**src/rtl/dcp_pkg.sv**
```systemverilog
package dcp_pkg;

   typedef enum logic [1:0] {
      CMD_KEEP  = 2'd0,
      CMD_LEAD  = 2'd1,
      CMD_TRAIL = 2'd2
   } edge_cmd_e;

   localparam int unsigned SLOT_LEAD  = 0;
   localparam int unsigned SLOT_TRAIL = 1;
   localparam int unsigned N_SLOTS    = 2;

endpackage

```
**src/rtl/dcp_shadow.sv**
```systemverilog
module dcp_shadow
   import dcp_pkg::*;
#(
   parameter int unsigned CNT_W = 16
) (
   input  logic                            clk,
   input  logic                            rst_n,
   input  logic                            wrap,
   input  logic                            hold,
   input  logic [N_SLOTS-1:0]              wr,
   input  logic [N_SLOTS-1:0][CNT_W-1:0]   wdata,
   output logic [N_SLOTS-1:0][CNT_W-1:0]   shadow,
   output logic [N_SLOTS-1:0][CNT_W-1:0]   active,
   output logic [N_SLOTS-1:0][CNT_W-1:0]   effective
);

   logic load;

   assign load = wrap & ~hold;

   for (genvar s = 0; s < N_SLOTS; s++) begin : g_slot
      logic [CNT_W-1:0] sh_q;
      logic [CNT_W-1:0] act_q;

      always_ff @(posedge clk or negedge rst_n) begin
         if (!rst_n) begin
            sh_q  <= '0;
            act_q <= '0;
         end else begin
            if (load) begin
               act_q <= sh_q;
            end
            if (wr[s]) begin
               sh_q <= wdata[s];
            end
         end
      end

      assign shadow[s]    = sh_q;
      assign active[s]    = act_q;
      assign effective[s] = load ? sh_q : act_q;
   end

endmodule

```
**src/rtl/dcp_arbiter.sv**
```systemverilog
module dcp_arbiter
   import dcp_pkg::*;
#(
   parameter int unsigned CNT_W = 16
) (
   input  logic             clk,
   input  logic             rst_n,
   input  logic [CNT_W-1:0] cnt,
   input  logic             wrap,
   input  logic [CNT_W-1:0] lead_cmp,
   input  logic [CNT_W-1:0] trail_cmp,
   output edge_cmd_e        cmd,
   output logic             lead_ev,
   output logic             trail_ev
);

   logic lead_hit;
   logic trail_hit;
   logic lead_blocked;
   logic seen_q;
   logic pend_q;

   assign lead_hit  = (cnt == lead_cmp);
   assign trail_hit = (cnt == trail_cmp);

   // blocked by a trailing match at this count or earlier in this period
   assign lead_blocked = trail_hit | (~wrap & seen_q);
   assign lead_ev      = lead_hit & ~lead_blocked;
   assign trail_ev     = pend_q;

   always_ff @(posedge clk or negedge rst_n) begin
      if (!rst_n) begin
         seen_q <= 1'b0;
         pend_q <= 1'b0;
      end else begin
         pend_q <= trail_hit;
         seen_q <= wrap ? trail_hit : (seen_q | trail_hit);
      end
   end

   always_comb begin
      if (lead_ev) begin
         cmd = CMD_LEAD;
      end else if (pend_q) begin
         cmd = CMD_TRAIL;
      end else begin
         cmd = CMD_KEEP;
      end
   end

endmodule

```
**src/rtl/dcp_outflag.sv**
```systemverilog
module dcp_outflag
   import dcp_pkg::*;
#(
   parameter bit FORCE_TRAIL_FIRST = 1'b1,
   parameter bit OUT_RST           = 1'b0
) (
   input  logic      clk,
   input  logic      rst_n,
   input  logic      pol,
   input  logic      flag_all,
   input  edge_cmd_e cmd,
   input  logic      lead_ev,
   input  logic      trail_ev,
   input  logic      force_lead,
   input  logic      force_trail,
   input  logic      mode_enter,
   input  logic      flag_clr,
   output logic      pwm_out,
   output logic      flag
);

   logic force_any;
   logic force_lvl;
   logic out_d;
   logic flag_set;

   assign force_any = force_lead | force_trail;

   if (FORCE_TRAIL_FIRST) begin : g_force_trail_first
      assign force_lvl = force_trail ? ~pol : pol;
   end else begin : g_force_lead_first
      assign force_lvl = force_lead ? pol : ~pol;
   end

   always_comb begin
      out_d = pwm_out;
      if (mode_enter) begin
         out_d = pol;
      end else if (force_any) begin
         out_d = force_lvl;
      end else begin
         case (cmd)
            CMD_LEAD:  out_d = pol;
            CMD_TRAIL: out_d = ~pol;
            default:   out_d = pwm_out;
         endcase
      end
   end

   assign flag_set = trail_ev | (flag_all & lead_ev);

   always_ff @(posedge clk or negedge rst_n) begin
      if (!rst_n) begin
         pwm_out <= OUT_RST;
         flag    <= 1'b0;
      end else begin
         pwm_out <= out_d;
         flag    <= flag_set | (flag & ~flag_clr);
      end
   end

endmodule

```
**src/rtl/dual_cmp_pwm_chan.sv**
```systemverilog
module dual_cmp_pwm_chan
   import dcp_pkg::*;
#(
   parameter int unsigned CNT_W             = 16,
   parameter bit          FORCE_TRAIL_FIRST = 1'b1
) (
   input  logic             clk,
   input  logic             rst_n,
   input  logic [CNT_W-1:0] tb_count,
   input  logic             tb_wrap,
   input  logic             upd_hold,
   input  logic             mode_enter,
   input  logic             pol,
   input  logic             flag_all,
   input  logic             wr_lead,
   input  logic [CNT_W-1:0] lead_val,
   input  logic             wr_trail,
   input  logic [CNT_W-1:0] trail_val,
   input  logic             force_lead,
   input  logic             force_trail,
   input  logic             flag_clr,
   output logic             pwm_out,
   output logic             flag
);

   localparam int unsigned CNT_MAX_W = 32;

   if (CNT_W < 2 || CNT_W > CNT_MAX_W) begin : g_bad_width
      $error("dual_cmp_pwm_chan: CNT_W out of range");
   end

   logic [N_SLOTS-1:0]            wr_v;
   logic [N_SLOTS-1:0][CNT_W-1:0] wdata_v;
   logic [N_SLOTS-1:0][CNT_W-1:0] sh_v;
   logic [N_SLOTS-1:0][CNT_W-1:0] act_v;
   logic [N_SLOTS-1:0][CNT_W-1:0] eff_v;
   logic [CNT_W-1:0]              lead_sh;
   logic [CNT_W-1:0]              lead_act;
   logic [CNT_W-1:0]              trail_sh;
   logic [CNT_W-1:0]              trail_act;
   edge_cmd_e                     cmd;
   logic                          lead_ev;
   logic                          trail_ev;

   assign wr_v[SLOT_LEAD]     = wr_lead;
   assign wr_v[SLOT_TRAIL]    = wr_trail;
   assign wdata_v[SLOT_LEAD]  = lead_val;
   assign wdata_v[SLOT_TRAIL] = trail_val;

   assign lead_sh   = sh_v[SLOT_LEAD];
   assign trail_sh  = sh_v[SLOT_TRAIL];
   assign lead_act  = act_v[SLOT_LEAD];
   assign trail_act = act_v[SLOT_TRAIL];

   dcp_shadow #(.CNT_W(CNT_W)) u_shadow (
      .clk       (clk),
      .rst_n     (rst_n),
      .wrap      (tb_wrap),
      .hold      (upd_hold),
      .wr        (wr_v),
      .wdata     (wdata_v),
      .shadow    (sh_v),
      .active    (act_v),
      .effective (eff_v)
   );

   dcp_arbiter #(.CNT_W(CNT_W)) u_arb (
      .clk       (clk),
      .rst_n     (rst_n),
      .cnt       (tb_count),
      .wrap      (tb_wrap),
      .lead_cmp  (eff_v[SLOT_LEAD]),
      .trail_cmp (eff_v[SLOT_TRAIL]),
      .cmd       (cmd),
      .lead_ev   (lead_ev),
      .trail_ev  (trail_ev)
   );

   dcp_outflag #(
      .FORCE_TRAIL_FIRST (FORCE_TRAIL_FIRST),
      .OUT_RST           (1'b0)
   ) u_out (
      .clk         (clk),
      .rst_n       (rst_n),
      .pol         (pol),
      .flag_all    (flag_all),
      .cmd         (cmd),
      .lead_ev     (lead_ev),
      .trail_ev    (trail_ev),
      .force_lead  (force_lead),
      .force_trail (force_trail),
      .mode_enter  (mode_enter),
      .flag_clr    (flag_clr),
      .pwm_out     (pwm_out),
      .flag        (flag)
   );

endmodule

```
**config.mk**
```make
export PLATFORM = sky130hd
export DESIGN_NAME = dual_cmp_pwm_chan
export DESIGN_NICKNAME = d
export VERILOG_FILES = /design/src/rtl/dcp_pkg.sv /design/src/rtl/dcp_shadow.sv /design/src/rtl/dcp_arbiter.sv /design/src/rtl/dcp_outflag.sv /design/src/rtl/dual_cmp_pwm_chan.sv
export SDC_FILE = /design/constraint.sdc
export NUM_CORES = 1
export LEC_CHECK = 0
export BUFFER_PORTS_ARGS = -buffer_cell sky130_fd_sc_hd__buf_2
export CAP_MARGIN = 20
export CORE_MARGIN = 1.5
export CORE_UTILIZATION = 55
export CTS_CLUSTER_SIZE = 20
export DETAILED_ROUTE_END_ITERATION = 8
export PLACE_DENSITY = 0.77
export SYNTH_ARGS = -nofsm -noshare
export SYNTH_HDL_FRONTEND = slang
export SYNTH_SLANG_ARGS = --single-unit
```
**constraint.sdc**
```tcl
create_clock -name clk -period 3.12 [get_ports clk]
set_input_delay 0.156 -clock clk [delete_from_list [all_inputs] [get_ports clk]]
set_output_delay 0.156 -clock clk [all_outputs]
set_load 0.01 [all_outputs]
```
Word level (Yosys, flattened, before mapping) --
Index checks and enable logic that the tools add are counted. W data, S select, Z words.
Word-level totals: register bits after elaboration 68, memories 0, bits in latches 0, bits in writable memories 0, input port bits 60, output and inout bits 2, word-level logic and storage cells 37, memory bits (read-only) 0
Operators by class: magnitude comparators 0, div/mod/pow operators 0, reductions and logical operators 1, equal/unequal tests 4, shift operators 0, multiplexer cells 9, $mul 0, add/subtract/negate cells 0, bitwise operators 15
Operators by type and width (number):
- $eq A16 B16 Y1 | 2
- $mux W16 | 2
- $and A1 B1 Y1 | 5
- $not A1 Y1 | 5
- $or A1 B1 Y1 | 5
- $mux W1 | 4
- $mux W2 | 2
- $reduce_bool A4 Y1 | 1
- $eq A2 B1 Y1 const B | 1
- $eq A2 B2 Y1 const B | 1
- $pmux W1 S2 | 1

Depth between registers and ports, before layout --
depth after elaboration 12, gate-level depth with buffers 9, depth with buffers taken out 7

Hierarchy --
Synthesis repeated with hierarchy kept, for this count alone.
Second synthesis, totals: cell total of the unflattened synthesis 201, area, all modules 3121.7 µm²
Modules (own cells, without submodules):
- dcp_shadow | cells each 137, sequential area each 1601.5 µm², times used 1, area an instance 2544.9 µm²
- dcp_arbiter | cells each 49, sequential area each 50.0 µm², times used 1, area an instance 441.7 µm²
- dcp_outflag | cells each 15, sequential area each 50.0 µm², times used 1, area an instance 135.1 µm²

Worst setup path before layout --
No wires, ideal clock.
path type reg-to-reg, start point register u_shadow.g_slot[1].act_q[1], end point register u_out.pwm_out, path buffers 0, slack 0.892 ns, data required time 2.994 ns, stages on the path, launching flop included 8, period minus slack after synthesis 2.228 ns, setup time 0.126 ns, arrival time 2.102 ns, cells stage by stage dfrtp_1 > xor2_1 > a211o_1 > or3_1 > a2111oi_4 > nand4_1 > and3_1 > a311o_1
Between the ends: word-level cells in the longest chain between the ends 10, elaborated cells between the ends (all ways) 12, classes of those cells eq/ne (3); mux (5); bitwise (3); reduce/logical (1)
Ends and longest elaborated chain:
- start, declared | line dcp_shadow.sv:23 | logic [CNT_W-1:0] act_q;
- start signal, assigned | line dcp_shadow.sv:31 | act_q <= sh_q;
- $mux W16 * | line dcp_shadow.sv:41 | assign effective[s] = load ? sh_q : act_q;
- $eq A16 B16 Y1 * | line dcp_arbiter.sv:24 | assign trail_hit = (cnt == trail_cmp);
- $or A1 B1 Y1 * | line dcp_arbiter.sv:27 | assign lead_blocked = trail_hit | (~wrap & seen_q);
- $not A1 Y1 * | line dcp_arbiter.sv:28 | assign lead_ev = lead_hit & ~lead_blocked;
- $and A1 B1 Y1 * | line dcp_arbiter.sv:28
- $mux W2 * | line dcp_arbiter.sv:42 | if (lead_ev) begin
- $eq A2 B2 Y1 / $eq A2 B1 Y1 (equally long branches) | line dcp_outflag.sv:42 | case (cmd)
- $pmux W1 S2 | line dcp_outflag.sv:42
- $mux W1 | line dcp_outflag.sv:39 | end else if (force_any) begin
- $mux W1 | line dcp_outflag.sv:37 | if (mode_enter) begin
- end signal, assigned | line dcp_outflag.sv:57 | pwm_out <= out_d;
- end, declared | line dcp_outflag.sv:18 | output logic pwm_out,
Mark *: on every way between the ends. The rest lies on a longest branch, timed or not. A chain may end at the register's enable or synchronous reset.

Worst setup path in the final report --
Same ends and word-level chain as after synthesis.

==> impl_metrics.toml <==
[status]
status = "complete, but fails checks"
violations = "negative hold slack"

[synth]
post_synth_num_cell_types = 41
synth_top_family_by_area = "compound AO/OA/AOI/OAI gates"
synth_mux_area_share_pct = 10.3
synth-compound-area-share_pct = 12.9
syn_nets = 384
synth_top_area_share_pct = 51.5
syn_inst = 324
synth_fa_ha_area_share_pct = 0
ys.warnings.count = 0
synth_top_cell_by_area = "dfrtp_1"
ys.flop_type = "dfrtp_1"
yosys.area_share.simple_pct = 12.3
synth_seq_cells = 68
async_reset_ff_share_pct = 100
netlist_area_um2 = 3300
synth.avg_cell_area_um2 = 10.2
synth_edf_count = 0
ys_top_cells_by_area = "dfrtp_1, mux2_2, nand2_1"
ys_seq_area_share_pct = 51.5
synthXorXnorAreaFrac_pct = 7.42

[routing]
dr.max_layer_used = "met4"
antenna_left = 0
first_iter_violations = 216
routedWlPerCell_um = 15.5
remaining_drc_errors = 0
first_pass_iters = 4
drt-met1-wl_mm = 3.34
route.met2.wl_mm = 3.32
route.met3.wl_um = 318
drt_wl_total_mm = 7.23
via_count = 2558
viasPerCell = 5.48

[sta]
min_period_ns = 2.49
setup_viol = 0
hold_slack_ns = -0.00927
hold_violations = 12
slew_violations = 0
rsz0062_at_grt = "false"
worstMarginPinSlew_ns = 0.845
finalClockSkew_ns = 0.00956
fmax_mhz = 402
fin_crit_sh_pct = 79.7
slew-limit-headroom_pct = 43.6
setup_tns_ns = 0

[run]
drv_cap = 0

[final_layout]
drive_gt1_share_pct = 27.0
syn2layout_area_growth_pct = 17.5
post-route-util_pct = 66.3
fin_cells = 467
nets = 448
antenna_cells = 0

[floorplanning]
die_h_um = 80.5
core_area_um2 = 5850
initial_core_util_pct = 56.5
row_count = 28
die-area_um2 = 6480
io-pin-count = 62
chipWidth_um = 80.5

[clocking]
cts_tree = "built"
cts_max_level = 3
clockBufferDepth = 2
cts_made_buffers = 9
cts_sinks = 68
cts_resized = 0
clock_latency_ns = 0.35
hold_buffers = 0
post_cts_buffers = 0
clk_pin_slew_ns = 0.07
cts-root-buf = "clkbuf_8"

[setup_path]
worstPathCellList = "xor2_1 > a211o_1 > or3_1 > a2111oi_4 > nand4_1 > and3_1 > a311o_1"
r2r_start = "u_shadow.g_slot[1].act_q[1]"
cp-startpoint = "u_shadow.g_slot[1].act_q[1]"
crit_path_end_kind = "flop"
path_max_fanout = 4
start_kind = "flop"
cp_slowest_stage_delay_ns = 0.43
crit_type = "reg -> reg"
crit_arrival_ns = 2.71
worst_ep_required_time_ns = 3.34
cpMaxStageDelayCell = "or3_1"

[pwr]
p_leak_nw = 1.92
ir_worst_vdd_mv = 0.314
power_density_nw_per_um2 = 557

[place]
routabilityCongestion = 0.906
io_buffers = 61
place_hpwl_mm = 5.31
dp_cells = 452

[global_routing]
overflow = 0
grt_pass1_wl_mm = 11.7
grt_pass1_vias = 2468
antenna_found_initial = 0
track_usage_pct = 24.9
grt_start_max_net_pins = 69

[hold_path]
min_path_type = "in -> async"
==> placed cells by master (no fill, tap or decap), types with 2 or more instances in the layout <==
cell type,n
dfrtp_1,68
nand2_1,61
buf_2,61
inv_1,35
o21ai_0,24
mux2_2,24
xor2_1,21
clkbuf_8,12
mux2i_1,7
xnor2_1,7
o22ai_1,7
a221oi_1,6
a22oi_1,5
nor2b_1,5
nor2_1,4
nand4_1,4
nand2b_1,4
buf_4,4
a21oi_1,3
nor3_1,3
o221ai_1,2
o41ai_1,2
or3_1,2
a31oi_1,2
clkbuf_1,2
==> final timing paths <==
check / end / slack (ns) / cells past startpoint
worst max-delay path: u_out.pwm_out / 0.63 / 7
worst min-delay path: u_shadow.g_slot[0].sh_q[15] / -0.009 / 2
worst max register to register: u_out.pwm_out / 0.63 / 7
worst min register to register: u_shadow.g_slot[1].act_q[3] / 0.49 / 2
max in group asynchronous: u_shadow.g_slot[1].act_q[5] / 2.57 / 2
min in group clk: u_shadow.g_slot[1].sh_q[8] / 0.01 / 3
==> registers in the layout, summed over array words and instances (netlist names) <==
| register | count |
|---|---|
| u_arb.seen_q | 1 |
| u_arb.trail_ev | 1 |
| u_out.flag | 1 |
| u_out.pwm_out | 1 |
| u_shadow.g_slot.act_q | 32 |
| u_shadow.g_slot.sh_q | 32 |
==> synth_stat cells (2+ instances only) <==
cell	number
nand2b_1	4
dfrtp_1	68
xnor2_1	7
buf_2	2
mux2_2	24
o221ai_1	2
a22oi_1	5
a21oi_1	3
xor2_1	21
a31oi_1	2
nand2_1	61
nor3_1	3
nor2_1	4
nor2b_1	5
o21ai_0	24
inv_1	35
nand4_1	4
o41ai_1	2
mux2i_1	7
or3_1	2
clkbuf_1	8
o22ai_1	7
a221oi_1	6
==> metrics by stage <==
step / worst slack [ns] / total power, W / instance area [µm²]
floorplan: 0.892 / 0.00130 / 3300
global placement: 0.617 / 0.00142 / 3680
detailed placement: 0.536 / 0.00144 / 3680
CTS: 0.626 / 0.00218 / 3880
global route: 0.535 / 0.00228 / 3880
finish: 0.633 / 0.00216 / 3880
==> cell families (layout without fill, tap and decap cells) <==
logic type      Yosys count  in the layout
xor+xnor                 28             28
buf+inv                  47            115
flops                    68             68
compound gates           61             61
mux                      31             31
simple gates             89             89
==> routing by layer <==
metal	vias to the layer above	GRT usage [%]
met3	22	5.00
li1	1230	-
met5	-	0
met1	1218	32.8
met2	88	37.6
met4	0	15.2
==> critical path: cells and delay by family, from the launching register on <==
| family | cells | cell delay (ns) |
|---|---|---|
| xor gates and xnor gates | 1 | 0.16 |
| AOI/OAI and AO/OA | 3 | 0.92 |
| and+or+nand+nor | 3 | 0.89 |
| DFF | 1 | 0.39 |
==> where the power goes <==
| part | leakage (nW) | internal, W | switching [W] |
|---|---|---|---|
| logic | 0.987 | 0.000166 | 0.000194 |
| clock network | 0.103 | 0.000431 | 0.000309 |
| registers | 0.826 | 0.000991 | 0.0000725 |
| total | 1.92 | 0.00159 | 0.000576 |
==> area by class of cell <==
cell class | count | area, µm²
clock buffers | 14 | 173
clock inverters | 1 | 30.0
fillers | 477 | 1970
inverters | 35 | 131
multi-input cells | 209 | 1420
flip-flops and latches | 68 | 1700
well taps | 75 | 93.8
repair buffers | 65 | 335
No activity file was read; power rests on OpenSTA's default activity.
